[config.mk]
export PLATFORM = sky130hd
export DESIGN_NAME = adc_seq_ctrl
export DESIGN_NICKNAME = d
export VERILOG_FILES = /design/src/rtl/adc_seq_pkg.sv /design/src/rtl/adc_seq_start_det.sv /design/src/rtl/adc_seq_timer.sv /design/src/rtl/adc_seq_rdport.sv /design/src/rtl/adc_seq_ctrl.sv
export SDC_FILE = /design/constraint.sdc
export NUM_CORES = 1
export LEC_CHECK = 0
export BUFFER_PORTS_ARGS = -buffer_cell sky130_fd_sc_hd__buf_2
export CORE_MARGIN = 2
export CORE_UTILIZATION = 46
export CTS_CLUSTER_DIAMETER = 200
export CTS_CLUSTER_SIZE = 8
export DETAILED_ROUTE_END_ITERATION = 12
export PLACE_DENSITY = 0.77
export SYNTH_ARGS = -nofsm -noshare
export SYNTH_HDL_FRONTEND = slang
export SYNTH_SLANG_ARGS = --single-unit
export TNS_END_PERCENT = 100
[constraint.sdc]
create_clock -name clk -period 3.3 [get_ports clk]
set_clock_uncertainty 0.1 [all_clocks]
set_input_delay 0.33 -clock clk [delete_from_list [all_inputs] [get_ports clk]]
set_output_delay 0.33 -clock clk [all_outputs]
set_load 0.02 [all_outputs]
[src/rtl/adc_seq_pkg.sv]
package adc_seq_pkg;

   typedef enum logic [1:0] {
      SQ_IDLE  = 2'd0,
      SQ_CONV  = 2'd1,
      SQ_QUIET = 2'd2
   } seq_state_t;

   // width able to hold values 0..n
   function automatic int unsigned span_w(input int unsigned n);
      return (n < 2) ? 1 : $clog2(n + 1);
   endfunction

endpackage

[src/rtl/adc_seq_start_det.sv]
module adc_seq_start_det (
   input  logic clk,
   input  logic rst_n,
   input  logic cnv_n,
   input  logic accept_win,
   output logic arm_pulse,
   output logic start_pulse
);
   logic cnv_q;
   logic armed;
   logic fall_seen;
   logic rise_seen;

   assign fall_seen   = cnv_q & ~cnv_n;
   assign rise_seen   = ~cnv_q & cnv_n;
   assign arm_pulse   = fall_seen & accept_win;
   assign start_pulse = rise_seen & armed;

   always_ff @(posedge clk) begin
      if (!rst_n) begin
         cnv_q <= 1'b1;
         armed <= 1'b0;
      end else begin
         cnv_q <= cnv_n;
         if (start_pulse)
            armed <= 1'b0;
         else if (arm_pulse)
            armed <= 1'b1;
      end
   end
endmodule

[src/rtl/adc_seq_timer.sv]
module adc_seq_timer
   import adc_seq_pkg::*;
#(
   parameter int unsigned NUM_CH    = 4,
   parameter int unsigned FIRST_LAT = 17,
   parameter int unsigned STEP      = 3,
   parameter int unsigned QUIET     = 3
) (
   input  logic clk,
   input  logic rst_n,
   input  logic start_pulse,
   input  logic arm_pulse,
   output logic eoc_n,
   output logic eolc_n,
   output logic accept_win
);
   localparam int unsigned LAST_EDGE = FIRST_LAT + (NUM_CH - 1) * STEP;
   localparam int unsigned CNT_W     = span_w(LAST_EDGE + STEP);
   localparam int unsigned IDX_W     = span_w(NUM_CH);
   localparam int unsigned Q_W       = span_w(QUIET);

   seq_state_t        state;
   logic [CNT_W-1:0]  cnt;
   logic [CNT_W-1:0]  due;
   logic [IDX_W-1:0]  idx;
   logic [Q_W-1:0]    qcnt;
   logic [CNT_W-1:0]  cnt_nxt;
   logic              hit;
   logic              last_hit;
   logic              quiet_end;

   assign cnt_nxt    = cnt + CNT_W'(1);
   assign hit        = (state == SQ_CONV) && (cnt_nxt == due);
   assign last_hit   = hit && (idx == IDX_W'(NUM_CH - 1));
   assign quiet_end  = (state == SQ_QUIET) && (qcnt == Q_W'(QUIET - 1));
   assign accept_win = (state == SQ_IDLE) || quiet_end;

   always_ff @(posedge clk) begin
      if (!rst_n) begin
         state  <= SQ_IDLE;
         cnt    <= '0;
         due    <= CNT_W'(FIRST_LAT);
         idx    <= '0;
         qcnt   <= '0;
         eoc_n  <= 1'b1;
         eolc_n <= 1'b1;
      end else begin
         eoc_n <= 1'b1;
         if (arm_pulse)
            eolc_n <= 1'b1;
         unique case (state)
            SQ_IDLE: begin
               if (start_pulse) begin
                  state <= SQ_CONV;
                  cnt   <= '0;
                  due   <= CNT_W'(FIRST_LAT);
                  idx   <= '0;
               end
            end
            SQ_CONV: begin
               cnt <= cnt_nxt;
               if (hit) begin
                  eoc_n <= 1'b0;
                  due   <= due + CNT_W'(STEP);
                  idx   <= idx + IDX_W'(1);
               end
               if (last_hit) begin
                  eolc_n <= 1'b0;
                  state  <= SQ_QUIET;
                  qcnt   <= '0;
               end
            end
            SQ_QUIET: begin
               if (quiet_end)
                  state <= SQ_IDLE;
               else
                  qcnt <= qcnt + Q_W'(1);
            end
            default: state <= SQ_IDLE;
         endcase
      end
   end
endmodule

[src/rtl/adc_seq_rdport.sv]
module adc_seq_rdport #(
   parameter int unsigned NUM_CH = 4,
   parameter int unsigned DATA_W = 14
) (
   input  logic                     clk,
   input  logic                     rst_n,
   input  logic                     start_pulse,
   input  logic [NUM_CH*DATA_W-1:0] smp_data,
   input  logic                     cs_n,
   input  logic                     rd_n,
   output logic [DATA_W-1:0]        bus_q,
   output logic                     bus_oe
);
   localparam int unsigned IDX_W = (NUM_CH < 2) ? 1 : $clog2(NUM_CH);

   logic [DATA_W-1:0] held   [NUM_CH];
   logic [DATA_W-1:0] masked [NUM_CH];
   logic [DATA_W-1:0] word;
   logic [IDX_W-1:0]  ptr;
   logic              act;
   logic              act_q;
   logic              step;

   assign act  = ~cs_n & ~rd_n;
   assign step = act_q & ~act;

   for (genvar ch = 0; ch < NUM_CH; ch++) begin : g_lane
      always_ff @(posedge clk) begin
         if (!rst_n)
            held[ch] <= '0;
         else if (start_pulse)
            held[ch] <= smp_data[ch*DATA_W +: DATA_W];
      end
      assign masked[ch] = (ptr == IDX_W'(ch)) ? held[ch] : '0;
   end

   always_comb begin
      word = '0;
      for (int ch = 0; ch < NUM_CH; ch++)
         word = word | masked[ch];
   end

   always_ff @(posedge clk) begin
      if (!rst_n) begin
         act_q <= 1'b0;
         ptr   <= '0;
      end else begin
         act_q <= act;
         if (start_pulse)
            ptr <= '0;
         else if (step && (ptr != IDX_W'(NUM_CH - 1)))
            ptr <= ptr + IDX_W'(1);
      end
   end

   assign bus_oe = act;
   assign bus_q  = act ? word : '0;
endmodule

[src/rtl/adc_seq_ctrl.sv]
module adc_seq_ctrl #(
   parameter int unsigned NUM_CH    = 4,
   parameter int unsigned DATA_W    = 14,
   parameter int unsigned FIRST_LAT = 17,
   parameter int unsigned STEP      = 3,
   parameter int unsigned QUIET     = 3
) (
   input  logic                     clk,
   input  logic                     rst_n,
   input  logic                     cnv_n,
   input  logic [NUM_CH*DATA_W-1:0] smp_data,
   input  logic                     cs_n,
   input  logic                     rd_n,
   output logic                     eoc_n,
   output logic                     eolc_n,
   output logic [DATA_W-1:0]        bus_q,
   output logic                     bus_oe
);
   if (NUM_CH < 2) begin : g_bad_ch
      $error("adc_seq_ctrl: NUM_CH must be at least 2");
   end
   if (DATA_W < 1) begin : g_bad_w
      $error("adc_seq_ctrl: DATA_W must be positive");
   end
   if (STEP < 1 || FIRST_LAT < 1) begin : g_bad_sched
      $error("adc_seq_ctrl: FIRST_LAT and STEP must be positive");
   end
   if (QUIET < 1) begin : g_bad_quiet
      $error("adc_seq_ctrl: QUIET must be positive");
   end

   logic accept_win;
   logic arm_pulse;
   logic start_pulse;

   adc_seq_start_det u_start (
      .clk         (clk),
      .rst_n       (rst_n),
      .cnv_n       (cnv_n),
      .accept_win  (accept_win),
      .arm_pulse   (arm_pulse),
      .start_pulse (start_pulse)
   );

   adc_seq_timer #(
      .NUM_CH    (NUM_CH),
      .FIRST_LAT (FIRST_LAT),
      .STEP      (STEP),
      .QUIET     (QUIET)
   ) u_timer (
      .clk         (clk),
      .rst_n       (rst_n),
      .start_pulse (start_pulse),
      .arm_pulse   (arm_pulse),
      .eoc_n       (eoc_n),
      .eolc_n      (eolc_n),
      .accept_win  (accept_win)
   );

   adc_seq_rdport #(
      .NUM_CH (NUM_CH),
      .DATA_W (DATA_W)
   ) u_rd (
      .clk         (clk),
      .rst_n       (rst_n),
      .start_pulse (start_pulse),
      .smp_data    (smp_data),
      .cs_n        (cs_n),
      .rd_n        (rd_n),
      .bus_q       (bus_q),
      .bus_oe      (bus_oe)
   );
endmodule

* Word level (Yosys, flattened, before mapping)
Memories as Yosys holds them, arrays and structs flattened.
Index checks and enable logic that the tools add are counted.
Widths: inputs -> output; s select.
** Word-level totals
- Bits of input ports :: 61
- Flip-flop bits (word level) :: 24
- Word-level logic and storage cells :: 97
- Memory bits (writable) :: 56
- Memories :: 1
- Output and inout port bits :: 17
** Operators by class
- Muxes and demuxes :: 32
- Add/sub/neg operators :: 5
- Eq/ne operators :: 14
- Reduce and logical (&&, ||, !) cells :: 15
- Bitwise logic cells :: 19
** Memories
- u_rd.held :: words 4, width 14, read ports 4, clocked after memory_dff 0, write ports 4, line adc_seq_rdport.sv:16 : logic [DATA_W-1:0] held [NUM_CH];
** Operators with widths (count)
- $mux 14 :: 9
- $or 14x14->14 :: 3
- $pmux 5 s2 :: 2
- $mux 5 :: 3
- $mux 2 :: 5
- $reduce_and 3->1 :: 3
- $eq 2x2->1 const B :: 4
- $mux 1 :: 8
- $and 1x1->1 :: 6
- $mux 3 :: 2
- $ne 2x1->1 const B :: 3
- $ne 2x2->1 const B :: 3
- $not 1->1 :: 6
- $pmux 2 s3 :: 1
- $pmux 3 s2 :: 1
- $add 5x1->5 const B :: 1
- $add 5x2->5 const B :: 1
- $eq 5x5->1 :: 1
- $add 2x1->2 const B :: 2
- $eq 2x1->1 const B :: 2
- $logic_and 1x1->1 :: 4
- $logic_not 2->1 :: 2
- $or 1x1->1 :: 4
- $pmux 2 s2 :: 1
- 6 further kinds :: 8

* Depth between registers and ports, before layout
- Word-level depth :: 7
- Depth in mapped cells :: 7
- Mapped depth without buffers :: 7

* By module
A second synthesis with hierarchy kept.
** Unflattened totals
- Cells, all modules :: 321
- Area, all modules :: 3733.6 µm²
** Modules (own cells, without submodules)
- adc_seq_rdport :: area an instance 2575.0 µm², cells each 192, times used 1, seq. area each 1741.7 µm²
- adc_seq_timer :: area an instance 1066.0 µm², cells each 119, times used 1, seq. area each 380.4 µm²
- adc_seq_start_det :: area an instance 92.6 µm², cells each 10, times used 1, seq. area each 40.0 µm²

* Worst setup path before layout
No wires, ideal clock.
- Kind :: input to register
- Start :: in rst_n
- End :: mem u_rd.held[0][0] (enable)
- Path slack :: 0.942 ns
- Path buffers :: 1
- Arrival time :: 1.604 ns
- Cell stages on the path :: 2
- Library setup time :: 0.654 ns
- Cell sequence :: clkbuf_1 nand2_1
** RTL lines
- start: declaration :: line adc_seq_ctrl.sv:9 : input logic rst_n,
- end: declaration :: line adc_seq_rdport.sv:16

* Worst setup path in the final report
- Start :: reg u_rd.ptr[0]
- End :: out bus_q[2]
** On the way
- Word-level cells in the longest chain between the ends :: 6
- Elaborated cells on any way between the ends :: 12
- Classes of those cells :: eq/ne: 3; mux: 5; bitwise: 3; reduce/logical: 1
** Ends and longest elaborated chain
- start: declaration :: line adc_seq_rdport.sv:19 : logic [IDX_W-1:0] ptr;
- start signal: assignment :: line adc_seq_rdport.sv:52 : ptr <= ptr + IDX_W'(1);
- $eq 2x1->1 or $logic_not 2->1 (tied branches) :: line adc_seq_rdport.sv:34 : assign masked[ch] = (ptr == IDX_W'(ch)) ? held[ch] : '0;
- $mux 14 :: line adc_seq_rdport.sv:34
- $or 14x14->14 (2 in series) :: line adc_seq_rdport.sv:40 : word = word | masked[ch];
- $or 14x14->14 * :: line adc_seq_rdport.sv:40
- $mux 14 * :: line adc_seq_rdport.sv:57 : assign bus_q = act ? word : '0;
- end: declaration :: line adc_seq_ctrl.sv:16 : output logic [DATA_W-1:0] bus_q,
Mark *: on every way between the ends. The rest lies on a longest branch, timed or not.

==> impl_metrics.csv <==
group,metric,value,unit
floorplanning,die_y,92.8,um
critical_path,startpoint_type,"flop",
cts,cts_resized,0,
route,drc,0,
timing,period_share,69.9,%
critical_path,required,2.87,ns
timing,setup-violations-final,0,
global_routing,grt_pass1_vias,2412,
route,via_per_inst,5.13,
power,intPower,1.50,mW
cts,cts_tree,"built",
place,globalplace.congestion,0.822,
job,maxCapViolCount,0,
layout,final_layout_size_suffix_gt1_share,27.5,%
route,ant_nets,0,
place,placed_cells,471,
timing,hold_violations,0,
route,avgRoutedWirePerCell,15.4,um
critical_path,critPathMaxStageDelay,0.51,ns
timing,period_needed,2.31,ns
floorplanning,core_area,0.00769,mm2
timing,worst_slew_pin_slew,0.732,ns
global_routing,grt_max_degree,60,
timing,final.setup.tns,0,ns
power,seqPwrFrac,57.9,%
global_routing,grt_pass1_wl,11.5,mm
critical_path,crit_path_end,"bus_q[2]",
critical_path,end_kind,"primary output",
global_routing,antenna_found_initial,0,
cts,clkSlewWorstSetupHoldPaths,0.08,ns
critical_path,worst-path-buf-inv,2,
outcome,outcome,"finished clean",
worst_hold_path,holdCritPathClass,"input pin to flop",
critical_path,critPathKind,"flop to primary output",
global_routing,track_usage,17.3,%
floorplanning,die_w,92.8,um
critical_path,r2r-start,"u_timer.cnt[0]",
route,wirelength,7.49,mm
floorplanning,io_pins,78,
cts,holdBufCountCts,0,
layout,layout.nets,450,
power,max-vdd-ir-drop,0.207,mV
layout,final_cell_mix,"77 x buf_2, 56 x and2_1, 56 x edfxtp_1, 31 x a22oi_1",
cts,numCtsBuffers,9,
critical_path,slowest_stage,"ha_1",
critical_path,crit_chain,"inv_1 -> ha_1 -> a22oi_1 -> a21oi_1 -> buf_2",
route,drt-initial-drc-count,113,
timing,relSlewSlack,51.2,%
critical_path,worstSetupPathDepth,5,
power,combPwrFrac,6.0,%
synthesis,synthArstFlopShare,0,%
cts,cts_sinks,80,
place,portBuffers,77,
critical_path,crit_arrival,1.88,ns
layout,antenna_cells,0,
power,p_switching,0.429,mW
floorplanning,rows,32,
layout,fin_util,55.8,%
critical_path,startpoint,"u_rd.ptr[0]",
layout,syn_to_final_growth,18.3,%
critical_path,cp_max_fo,14,
synthesis,synth_edf_count,56,
synthesis,yosysWarnings,0,
power,switching_share,22.2,%
route,drt-pass1-iter-count,6,
synthesis,synthFlopType,"edfxtp_1",
synthesis,synth_area,0.00363,mm2
power,p_clk_share,36.1,%
timing,report.final.slew_viol_count,0,
synthesis,ys_seq_elements,80,
cts,cts-htree-levels,3,
cts,post-cts-setup-buffer-count,0,
timing,holdWs,0.107,ns
timing,fmax,433,MHz
floorplanning,die_area,0.00861,mm2
synthesis,avgSynthCellArea,11.9,um2
global_routing,overflow,0,
cts,clock_latency,0.35,ns
layout,instances_no_fill,487,
route,num_vias,2498,
cts,cts_buffer_depth,2,
critical_path,rrSetupSlack,1.20,ns
synthesis,netlist_instances,305,
layout,final_common_cell,"buf_2",
place,post-dp-hpwl,5.16,mm
critical_path,worst-r2r-cell-count,7,
power,powerDensity,450,mW/mm2
synthesis,yosysUniqueCellTypes,43,
power,leakage,1.70,nW
synthesis,seq_area_frac_synth,59.6,%
cts,root_buffer,"clkbuf_8",
critical_path,r2r_end,"u_timer.due[1]",
critical_path,cp_top_family,"adder cells",
timing,rsz0062_at_grt,"false",
synthesis,synth.net_count,375,
floorplanning,start_util,47.2,%
power by group through the flow:
stage	combinational [mW]	clock (mW)	sequential, mW
global route	0.127	0.749	1.12
global placement	0.114	0	1.14
CTS	0.118	0.713	1.12
finish	0.116	0.697	1.12
detailed placement	0.116	0	1.14
floorplan	0.0611	0	1.14
registers in the layout, indices dropped and copies added, names as in the netlist:
signal	count
u_rd.held	56
u_timer.cnt	5
u_timer.due	5
u_timer.idx	3
u_rd.ptr	2
u_timer.qcnt	2
u_timer.state	2
u_rd.act_q	1
u_start.armed	1
u_start.cnv_q	1
u_timer.eoc_n	1
u_timer.eolc_n	1
synth_stat cells, drive strengths merged, types with 2 or more instances:
library cell | instances | area, um2
mux2i | 4 | 40.0
o21ai | 4 | 23.8
ha | 9 | 113
nand3b | 2 | 15.0
clkbuf | 14 | 52.6
edfxtp | 56 | 1680
dfxtp | 24 | 480
a22oi | 32 | 254
nand2 | 8 | 30.0
and2 | 57 | 358
or3 | 2 | 13.8
nand2b | 2 | 12.5
nand3 | 3 | 20.0
a21oi | 17 | 85.1
nand4 | 2 | 27.5
inv | 11 | 41.3
o21a | 2 | 15.0
xnor2 | 8 | 77.6
nor2 | 26 | 100
a21o | 2 | 15.0
xor2 | 2 | 17.5
nor3 | 5 | 25.0
worst min-delay path by stage:
stage | from | to | cells after the start
6_report | cnv_n | u_start.cnv_q | 2
5_1_grt | cnv_n | u_start.cnv_q | 2
4_1_cts | cnv_n | u_start.cnv_q | 2
3_5_place_dp | u_timer.idx[1] | u_timer.idx[1] | 2
3_3_place_gp | u_start.armed | u_start.armed | 2
2_1_floorplan | rst_n | u_start.cnv_q | 1
stage by stage:
step           instance area, um2  power [mW]  worst slack, ns
6_report                     4290        1.93            0.992
5_1_grt                      4290        2.00            0.850
4_1_cts                      4290        1.95            0.986
3_5_place_dp                 4100        1.26             1.19
3_3_place_gp                 4100        1.25             1.34
2_1_floorplan                3630        1.20            0.942
cell families (layout without fill, tap and decap cells):
family                     after synthesis  in the layout  synth area share, %
buffers and inverters                   26            106                 2.69
muxes                                    5              5                 1.41
DFF                                     80             80                 59.6
xor gates and xnor gates                10             10                 2.62
adders and majority gates                9              9                 3.11
and+or+nand+nor                        113            113                 18.0
AOI/OAI and AO/OA                       62             62                 12.5
layer usage:
layer	share of wire (%)	routed length [um]	up-vias	track usage (%)
met4	1.0	78	0	5.88
met2	50	3730	63	28.4
li1	-	-	1239	-
met1	44	3310	1189	22.5
met3	5.0	373	7	4.15
met5	0	0	-	0
worst register-to-register path, stage by stage (launching register included):
cell and delay [ns]:
dfxtp_1 0.44, ha_1 0.29, xor2_1 0.09, o211ai_1 0.30, a22oi_4 0.17, o21ai_2 0.32, mux2i_1 0.22, nor2_1 0.05
layout make-up:
type	instances	area [um2]
Clock buffer	10	128
Clock inverter	6	60.1
Fill cell	668	3400
Inverter	11	41.3
Multi-Input combinational cell	199	1370
Sequential cell	80	2160
Tap cell	102	128
Timing Repair Buffer	79	400
Note: power is estimated with default switching activity, not from simulation.
